==> config.mk <==
export PLATFORM = sky130hd
export DESIGN_NAME = pin_evt_irq
export DESIGN_NICKNAME = d
export VERILOG_FILES = /design/src/rtl/pin_evt_pkg.sv /design/src/rtl/pin_evt_detect.sv /design/src/rtl/pin_evt_status.sv /design/src/rtl/pin_evt_irq.sv
export SDC_FILE = /design/constraint.sdc
export NUM_CORES = 1
export LEC_CHECK = 0
export ABC_AREA = 1
export BUFFER_PORTS_ARGS = -buffer_cell sky130_fd_sc_hd__clkbuf_2
export CORE_MARGIN = 2
export CORE_UTILIZATION = 40
export CTS_CLUSTER_DIAMETER = 100
export DETAILED_ROUTE_END_ITERATION = 10
export PLACE_DENSITY = 0.77
export SLEW_MARGIN = 5
export SYNTH_ARGS = -nofsm -noshare
export SYNTH_HDL_FRONTEND = slang
export SYNTH_SLANG_ARGS = --single-unit
export TNS_END_PERCENT = 1
==> constraint.sdc <==
create_clock -name clk_i -period 1.12 [get_ports clk_i]
set_input_delay 0 -clock clk_i [delete_from_list [all_inputs] [get_ports clk_i]]
set_output_delay 0 -clock clk_i [all_outputs]
set_load 0.01 [all_outputs]
==> src/rtl/pin_evt_pkg.sv <==
package pin_evt_pkg;
  typedef enum logic {
    EVT_LEVEL = 1'b0,
    EVT_EDGE  = 1'b1
  } evt_kind_e;

  function automatic logic pin_hit(input logic cur, input logic prev, input logic armed,
                                   input logic is_edge, input logic both);
    logic rise, fall;
    rise = cur & ~prev;
    fall = ~cur & prev;
    if (evt_kind_e'(is_edge) == EVT_LEVEL) return cur;
    return armed & (rise | (both & fall));
  endfunction
endpackage

==> src/rtl/pin_evt_detect.sv <==
module pin_evt_detect
  import pin_evt_pkg::*;
#(
  parameter int NPINS = 32
) (
  input  logic             clk_i,
  input  logic             rst_ni,
  input  logic [NPINS-1:0] din_i,
  input  logic [NPINS-1:0] evt_edge_i,
  input  logic [NPINS-1:0] evt_both_i,
  output logic [NPINS-1:0] hit_o
);
  logic [NPINS-1:0] din_q;
  logic             armed_q;

  // previous-value register tracks the input even in reset; edges gated until armed
  always_ff @(posedge clk_i) din_q <= din_i;

  always_ff @(posedge clk_i or negedge rst_ni) begin
    if (!rst_ni) armed_q <= 1'b0;
    else         armed_q <= 1'b1;
  end

  for (genvar g = 0; g < NPINS; g++) begin : g_pin
    assign hit_o[g] = pin_hit(din_i[g], din_q[g], armed_q, evt_edge_i[g], evt_both_i[g]);
  end

  // rising-only edge pins never report on a low input
  p_no_fall_r2: assert property (@(posedge clk_i) disable iff (!rst_ni)
    (hit_o & evt_edge_i & ~evt_both_i & ~din_i) == '0);
endmodule

==> src/rtl/pin_evt_status.sv <==
module pin_evt_status #(
  parameter int NPINS = 32
) (
  input  logic             clk_i,
  input  logic             rst_ni,
  input  logic [NPINS-1:0] hit_i,
  input  logic             clr_we_i,
  input  logic [NPINS-1:0] clr_mask_i,
  output logic [NPINS-1:0] status_o
);
  logic [NPINS-1:0] st_q, clr_eff;

  assign clr_eff = clr_we_i ? clr_mask_i : '0;

  always_ff @(posedge clk_i or negedge rst_ni) begin
    if (!rst_ni) st_q <= '0;
    else         st_q <= (st_q & ~clr_eff) | hit_i;  // new event beats clear
  end

  assign status_o = st_q;

  p_set_only_on_hit_r1: assert property (@(posedge clk_i) disable iff (!rst_ni)
    ((st_q & ~$past(st_q) & ~$past(hit_i)) == '0));
  p_sticky_r4: assert property (@(posedge clk_i) disable iff (!rst_ni)
    ((($past(st_q) & ~($past(clr_we_i) ? $past(clr_mask_i) : '0)) & ~st_q) == '0));
  p_event_wins_r6: assert property (@(posedge clk_i) disable iff (!rst_ni)
    ((hit_i != '0) |=> ((st_q & $past(hit_i)) == $past(hit_i))));
endmodule

==> src/rtl/pin_evt_irq.sv <==
module pin_evt_irq #(
  parameter int NPINS = 32
) (
  input  logic             clk_i,
  input  logic             rst_ni,
  input  logic [NPINS-1:0] din_i,
  input  logic [NPINS-1:0] evt_edge_i,
  input  logic [NPINS-1:0] evt_both_i,
  input  logic [NPINS-1:0] evt_en_i,
  input  logic             clr_we_i,
  input  logic [NPINS-1:0] clr_mask_i,
  output logic [NPINS-1:0] status_o,
  output logic             irq_o
);
  logic [NPINS-1:0] hit;
  logic             irq_q;

  pin_evt_detect #(.NPINS(NPINS)) i_detect (
    .clk_i, .rst_ni, .din_i, .evt_edge_i, .evt_both_i, .hit_o(hit)
  );

  pin_evt_status #(.NPINS(NPINS)) i_status (
    .clk_i, .rst_ni, .hit_i(hit), .clr_we_i, .clr_mask_i, .status_o
  );

  always_ff @(posedge clk_i or negedge rst_ni) begin
    if (!rst_ni) irq_q <= 1'b0;
    else         irq_q <= |(status_o & evt_en_i);
  end

  assign irq_o = irq_q;

  p_irq_follows_r7: assert property (@(posedge clk_i) disable iff (!rst_ni)
    irq_o == $past(|(status_o & evt_en_i)));
  p_masked_quiet_r8: assert property (@(posedge clk_i) disable iff (!rst_ni)
    (evt_en_i == '0) |=> !irq_o);
endmodule

; ---- After elaboration in Yosys (flattened, before gate mapping)
; Index checks and enable logic that the tools add are counted.
; Widths: inputs -> output; s select.
[classes]
n_mux = 33
bitwise_logic = 228
n_reduce_logical = 1
[op_table]
columns = operator, n
row1 = $and 1x1->1, 128
row2 = $and 32x32->32, 2
row3 = $not 1->1, 64
row4 = $mux 1, 32
row5 = $mux 32, 1
row6 = $not 32->32, 1
row7 = $or 1x1->1, 32
row8 = $or 32x32->32, 1
row9 = $reduce_or 32->1, 1
[word_totals]
register_bits = 66
inputBits = 163
output_inout_bits = 33
word_cells = 266

; ---- Logic depth before layout (Yosys ltp)
; Gate-level depths: netlist of the first run.
[depth]
ltp_word = 7
depth_mapped = 6
mapped_depth_nobuf = 6

; ---- Cells and area by module
; From an unflattened synthesis of the first run, not the netlist that was laid out.
[hier_totals]
cells_unflattened = 520
area_unflattened_um2 = 3280.6
[modules_own_cells]
columns = mod, n_inst, cells_each, area_per_inst_um2
row1 = pin_evt_detect, 1, 293, 1704.1
row2 = pin_evt_status, 1, 163, 1315.0
row3 = pin_evt_irq, 1, 64, 261.5

; ---- Worst setup path after synthesis of the first run
; Ideal clock, no wire load.
[synth_timing]
path_kind = register to register
startpoint = register i_detect.armed_q
endpoint = register i_status.st_q[15] (netlist: i_status.status_o[15])
t_arrival_ns = 0.794
t_required_ns = 0.997
setup_slack_ns = 0.203
stages_incl_launch_ff = 6
path_buffers = 1
synth_period_minus_slack_ns = 0.917
path_cell_list = dfrtp_1 -> inv_2 -> buf_6 -> a21oi_1 -> o22ai_1 -> nand2_1
[synth_between]
elab_chain_cells = 3
[synth_lines]
columns = item, line_no
row1 = from (decl), pin_evt_detect.sv:14  ; logic armed_q;
row2 = from (signal assigned), pin_evt_detect.sv:20  ; if (!rst_ni) armed_q <= 1'b0;
row3 = from (signal assigned), pin_evt_detect.sv:21  ; else armed_q <= 1'b1;
row4 = $and 1x1->1, pin_evt_pkg.sv:13  ; return armed & (rise | (both & fall));
row5 = $mux 1, pin_evt_pkg.sv:13
row6 = $or 32x32->32, pin_evt_status.sv:17  ; else st_q <= (st_q & ~clr_eff) | hit_i;
row7 = to (signal assigned), pin_evt_status.sv:17
row8 = to (decl), pin_evt_status.sv:11  ; logic [NPINS-1:0] st_q, clr_eff;
; No other way between the ends.

; ---- Worst setup path after layout of the first run
[layout_timing]
startpoint = register i_status.st_q[18] (netlist: i_status.status_o[18])
endpoint = register irq_q (netlist: irq_o)
[layout_between]
elab_chain_cells = 2
[layout_lines]
columns = item, line_no
row1 = $and 32x32->32, pin_evt_irq.sv:28  ; else irq_q <= |(status_o & evt_en_i);
row2 = $reduce_or 32->1, pin_evt_irq.sv:28
row3 = to (signal assigned), pin_evt_irq.sv:28
row4 = to (decl), pin_evt_irq.sv:16  ; logic irq_q;
; No other way between the ends.

==> results of run 1 <==
==> placed cells by master, fill, tap and decap left out, types with 3 or more instances in the layout <==
master,netlist,routed
nand2_1,212,210
clkbuf_2,0,195
dlygate4sd3_1,0,119
dfrtp_1,34,34
inv_1,32,32
dfxtp_1,32,32
a21oi_1,30,29
o21ai_1,19,19
and3_1,11,11
clkbuf_8,1,11
o22ai_1,11,10
nor2_1,10,6
buf_4,3,5
buf_12,0,4
a21oi_2,2,3
nor2_2,0,3
clkbuf_1,0,3
==> logic make-up (layout without fill, tap and decap cells) <==
| group | Yosys count | in the layout |
|---|---|---|
| AOI/OAI and AO/OA | 64 | 64 |
| buffers and inverters | 39 | 374 |
| DFF | 66 | 66 |
| other | 1 | 1 |
| and+or+nand+nor | 233 | 233 |
==> critical path: cells and delay by family, from the launching register on <==
family | cells | cell delay (ns)
flops | 1 | 0.42
simple gates | 6 | 0.66
==> stage by stage <==
stage / setup slack (ns) / power [W] / setup TNS, ns / cell area (µm²)
2_1_floorplan: 0.203 / 0.00321 / 0 / 2920
3_3_place_gp: 0.0263 / 0.00382 / 0 / 4060
3_5_place_dp: 0.0188 / 0.00385 / 0 / 4060
4_1_cts: 0.0476 / 0.00622 / 0 / 5450
5_1_grt: -0.128 / 0.00660 / -0.128 / 5550
6_report: -0.0573 / 0.00633 / -0.0573 / 5550
==> where the power goes <==
group	leakage (nW)	switching, W	total (W)	internal [W]
sequential	0.628	0.000141	0.00270	0.00256
combinational	2.36	0.000728	0.00156	0.000832
clock	0.101	0.000910	0.00206	0.00115
total	3.08	0.00178	0.00633	0.00455
==> layer usage <==
metal | share of wire (%) | track usage (%)
met1 | 35 | 30.0
met2 | 52 | 55.7
met3 | 9.0 | 7.48
met4 | 4.9 | 19.7
met5 | 0 | 0
==> registers in the layout (all words and copies together), names as in the netlist <==
name	flops
i_detect.din_q	32
i_status.status_o	32
i_detect.armed_q	1
irq_o	1
==> final cells by class <==
class,instances,area [µm²]
inverters,33,126
flip-flops and latches,66,1490
well taps,99,124
fillers,480,1620
repair buffers,325,2330
clock inverters,2,35.0
multi-input cells,298,1280
clock buffers,14,163
==> what timing repair did <==
item / CTS / global route
setup endpoints to repair: 1 / 3
hold buffers: 119 / 0
pin swaps: 0 / 6
resized for setup: 1 / 9
endpoints found under the hold margin: 98 / 0
setup buffers: 0 / 3
gates cloned: 0 / 2
==> final timing paths <==
kind / startpoint / endpoint / slack, ns / cells past startpoint
worst min register to register: i_status.status_o[15] / i_status.status_o[15] / 0.52 / 2
worst max-delay path: i_status.status_o[18] / irq_o / -0.06 / 6
max in group asynchronous: rst_ni / i_status.status_o[6] / 0.76 / 3
worst min-delay path: evt_both_i[30] / i_status.status_o[30] / 0.02 / 4
worst max register to register: i_status.status_o[18] / irq_o / -0.06 / 6
min in group asynchronous: rst_ni / i_status.status_o[12] / 0.17 / 3
==> summary.txt, run 1 <==
Logic synthesis
  • Synthesized area: 2920 µm²
  • Main combinational cell family by area after synthesis: simple AND/OR/NAND/NOR gates
  • Synth area leader: dfrtp_1
  • Synth area leaders: dfrtp_1 29%, nand2_1 27%, dfxtp_1 22%, a21oi_1 5.1%, inv_1 4.1%
  • Synth unique cells: 16
  • Ys flop type: dfrtp_1
  • Top cells by count, synth: 212 x nand2_1, 34 x dfrtp_1, 32 x dfxtp_1, 32 x inv_1, 30 x a21oi_1
  • Post-Synth Simple-Gate Area: 30.9%
  • Syn_area_per_cell: 7.25 µm²
  • Synth top area share: 29.1%
  • Post-synthesis register bit count: 66
  • Ys Warns: 0
  • Synth Net Count: 566
  • Adder-Cell Fraction of Synth Area: 0%
  • Post-synthesis mux area share: 0%
  • Synth Area in Compound Gates: 11.7%
  • XOR/XNOR Fraction of Synth Area: 0%
  • Post-synth EDFFs: 0
  • Sequential area share after synthesis: 51.0%
  • Most common cell in the netlist: nand2_1
  • Fraction of registers with async set/reset: 51.5%
  • Syn Inst Count: 403

Power and ir drop
  • P per Cell Area: 1140 nW/µm²
  • LEAKAGE: 3.08 nW
  • VDD IR max: 0.764 mV

Global routing
  • Number of global-route vias before repair: 4132
  • Initial antenna violation count: 0
  • Remaining global-route overflow: 0
  • Gr usage total: 30.3%
  • Global-route wire length before repair: 18100 µm
  • Largest net degree at the start of global routing: 35

Critical path
  • Cell Chain, Critical Path: nand2_1 -> nand2_1 -> nor2_1 -> nand2_1 -> nor2_2 -> nand2_1
  • CP max-delay cell: dfrtp_1
  • Kind of critical path: reg2reg
  • CP arrival: 1.42 ns
  • Worst setup EP type: flop
  • Worst EP required: 1.36 ns
  • Worst-path fanout max: 3
  • Crit-path most repeated cell: nand2_1
  • CP peak stage delay: 0.42 ns
  • CP Launch Type: flop

Routing
  • Drt first pass iters: 5
  • WL/cell: 14.8 µm
  • Via Count: 4079
  • # DRC: 0
  • Final ANT Viol Nets: 0
  • DR vias/cell: 4.87
  • DRT iter0 DRCs: 149
  • Routed WL: 12400 µm

Timing
  • Slew Limit Fails: 0
  • Tcrit/Tclk final: 105%
  • Fmax achieved: 849 MHz
  • Final setup viols: 1
  • RSZ-0062 raised after global routing: true
  • Clock skew: 0.00650 ns
  • Final hold violations: 0
  • Final Hold Slack: 0.0191 ns
  • Post-route setup slack: -0.0573 ns
  • Fin crit period: 1.18 ns

Run status
  • Outcome: complete, but fails checks
  • Failing checks: setup timing

Cells and area
  • Layout Utilization: 77.4%
  • Final net count: 896
  • Synthesis-to-finish area growth: 90.0%
  • Antenna cells: 0
  • Post-Layout Cell Count: 837
  • Ratio of cells with drive above 1 in the final layout: 31.2%

Clocking
  • CTS max path bufs: 2
  • Clk_lat worst skew: 0.34 ns
  • Root cell of the clock tree: clkbuf_8
  • CTS sink cnt: 66
  • H-tree depth: 3
  • Clk pin slew, worst setup/hold paths: 0.07 ns
  • CTS Buf Count: 9
  • TritonCTS clock tree: done

Placed design
  • Gpl congestion: 0.840
  • Placed Cells: 697
  • Port bufs: 195
  • HPWL after DPL: 6930 µm

Floorplanning
  • Core area: 7180 µm²
  • Initial Util: 40.7%
  • Die ar.: 8000 µm²
  • Die Wd: 89.5 µm
  • Site Rows: 31
  • Top Ports: 196
  • Die Y: 89.5 µm

Hold path
  • Hold Crit Class: in2reg

Job
  • Number of max-cap violations: 0
Note: power is estimated with default switching activity, not from simulation.
==> inputs of run 2 (changes only) <==
CELL_PAD_IN_SITES_DETAIL_PLACEMENT = 0   (was unset)
CELL_PAD_IN_SITES_GLOBAL_PLACEMENT = 1   (was unset)
CORE_UTILIZATION = 28   (was 40)
GPL_ROUTABILITY_DRIVEN = 0   (was unset)
PLACE_DENSITY = unset   (was 0.77)
PLACE_DENSITY_LB_ADDON = 0.1   (was unset)
SYNTH_HIERARCHICAL = 1   (was unset)
==> summary.txt, run 2 <==
Run status
  • Outcome: finished, final reports clean

Critical path
  • Crit-path most repeated cell: nand2_1
  • Cell Chain, Critical Path: buf_12 -> nand2_1 -> nand2_1 -> nand2_1 -> inv_1 -> inv_1 -> nand2_1
  • Worst-path fanout max: 19
  • Worst EP required: 1.34 ns
  • Kind of critical path: reg2reg
  • Flop2flop setup slack: 0.10 ns
  • CP Launch Type: flop
  • RR Endpoint: i_status/status_o[12]
  • WP buf/inv: 3
  • CP arrival: 1.24 ns
  • CP delay by family, top: flip-flops
  • Depth of the most critical reg-to-reg path: 7
  • Reg2reg start: i_detect/armed_q
  • CP peak stage delay: 0.41 ns
  • CP max-delay cell: dfrtp_1
  • Worst setup EP type: flop

Routing
  • DRT iter0 DRCs: 94
  • # DRC: 0
  • DR vias/cell: 4.02
  • Via Count: 3863
  • Routed WL: 10500 µm
  • WL/cell: 10.9 µm
  • Final ANT Viol Nets: 0
  • Drt first pass iters: 4

Cells and area
  • Fin area: 5580 µm²
  • Multi-input gate area: 1360 µm²
  • Reg area: 1490 µm²
  • Synthesis-to-finish area growth: 70.2%
  • # fillers: 1179
  • Final net count: 976
  • Most frequent standard cell in the layout excluding fill and tap cells: nand2_1
  • Antenna cells: 0
  • Layout Utilization: 48.9%
  • Post-Layout Cell Count: 961
  • Ratio of cells with drive above 1 in the final layout: 25.9%
  • Most frequent cells in the layout: 309 x nand2_1, 195 x clkbuf_2, 96 x inv_1

Placed design
  • HPWL after DPL: 7820 µm
  • Placed Cells: 858
  • Placement Cell Area: 4450 µm²
  • Port bufs: 195

Timing
  • Final Hold Slack: 0.0136 ns
  • Clock skew: 0.00258 ns
  • Fin crit period: 1.02 ns
  • Setup TNS: 0 ns
  • Final hold violations: 0
  • Fmax achieved: 983 MHz
  • RSZ-0062 raised after global routing: false
  • Tcrit/Tclk final: 90.8%
  • Final setup viols: 0
  • Slew Limit Fails: 0

Hold path
  • Hold Startpoint: evt_edge_i[13]
  • Hold Crit Class: in2reg
  • Worst hold endpoint: i_status/status_o[13]
  • Hold Path Depth: 6

Floorplanning
  • Die Wd: 112 µm
  • Top Ports: 196
  • Die ar.: 12600 µm²
  • Core area: 11400 µm²
  • Initial Util: 28.7%
  • Site Rows: 39
  • Die Y: 112 µm

Power and ir drop
  • P per Cell Area: 1190 nW/µm²
  • VDD IR max: 1.11 mV
  • LEAKAGE: 3.43 nW

Logic synthesis
  • Synth area leader: nand2_1
  • Post-synthesis register bit count: 66
  • Sequential area share after synthesis: 45.5%
  • Top cells by count, synth: 309 x nand2_1, 96 x inv_1, 34 x dfrtp_1
  • Ys Warns: 6
  • Syn_area_per_cell: 6.31 µm²
  • Synthesized area: 3280 µm²
  • Synth unique cells: 8
  • Ys flop type: dfrtp_1
  • Most common cell in the netlist: nand2_1
  • Post-synth EDFFs: 0
  • Syn Inst Count: 520
  • Synth area leaders: nand2_1 35%, dfrtp_1 26%, dfxtp_1 20%, inv_1 11%, nand3_1 4.9%
  • Fraction of registers with async set/reset: 51.5%
  • Synth top area share: 35.4%
  • Synth Net Count: 683

Clocking
  • CTS max path bufs: 2
  • Clk pin slew, worst setup/hold paths: 0.05 ns
  • H-tree depth: 3
  • TritonCTS clock tree: done
  • Clk_lat worst skew: 0.33 ns
  • CTS Buf Count: 9
  • Root cell of the clock tree: clkbuf_16
  • CTS sink cnt: 66

Global routing
  • Global-route wire length before repair: 16900 µm
  • Gr usage total: 17.1%
  • Remaining global-route overflow: 0
  • Number of global-route vias before repair: 3723
  • Initial antenna violation count: 0
  • Largest net degree at the start of global routing: 35

Job
  • Number of max-cap violations: 0
[run 2: what timing repair did]
action | 4_1_cts | 5_1_grt
buffers inserted | 0 | 1
hold buffers | 86 | 0
hold endpoints to repair | 98 | 0
setup endpoints to repair | 0 | 2
resized for setup | 0 | 1
[run 2: report_power, final]
group / switching, W / internal (W) / total (W)
registers: 0.000135 / 0.00256 / 0.00270
clock network: 0.000982 / 0.00156 / 0.00255
logic: 0.000668 / 0.000743 / 0.00141
[run 2: layer usage]
metal | part of all wire, % | GRT usage (%) | wire length (µm)
met2 | 48 | 30.0 | 5020
met5 | 0 | 0 | 0
met4 | 2.3 | 6.26 | 243
met3 | 7.7 | 6.21 | 804
met1 | 42 | 19.0 | 4430
[run 2: worst max-delay path by stage]
stage                                startpoint                     to  slack [ns]  cells past startpoint
final                          i_detect/armed_q  i_status/status_o[12]        0.10                      7
after global routing           i_detect/armed_q  i_status/status_o[16]       0.001                      7
after CTS                 i_status/status_o[18]                  irq_o        0.07                      6
after detailed placement  i_status/status_o[18]                  irq_o        0.08                      6
after global placement    i_status/status_o[30]                  irq_o        0.08                      6
after floorplan                i_detect/armed_q   i_status/status_o[0]        0.20                      7
[run 2: through the flow]
step	power, W	setup WS [ns]
floorplan	0.00328	0.199
global placement	0.00392	0.0762
detailed placement	0.00394	0.0755
CTS	0.00681	0.0651
global route	0.00711	0.00124
finish	0.00666	0.103
[run 2: final cells by class]
| type | instances | share of cell area [%] |
|---|---|---|
| tap | 143 | 3.20 |
| inverter | 96 | 6.45 |
| multi-input combinational | 352 | 24.4 |
| clock buffer | 16 | 4.68 |
| sequential | 66 | 26.7 |
| timing repair buffer | 288 | 34.6 |
[run 2: worst reg2reg max path, cell delays in order, from the launching register on]
cell     delay [ns]
dfrtp_1        0.41
buf_12         0.17
nand2_1        0.07
nand2_1        0.04
nand2_1        0.05
inv_1          0.03
inv_1          0.08
nand2_1        0.06
[run 2: cell families after synthesis]
family        count (synthesis)  synth area share [%]
simple gates                351                  41.4
buf+inv                     102                  13.0
flops                        66                  45.5
other cells                   1                 0.114
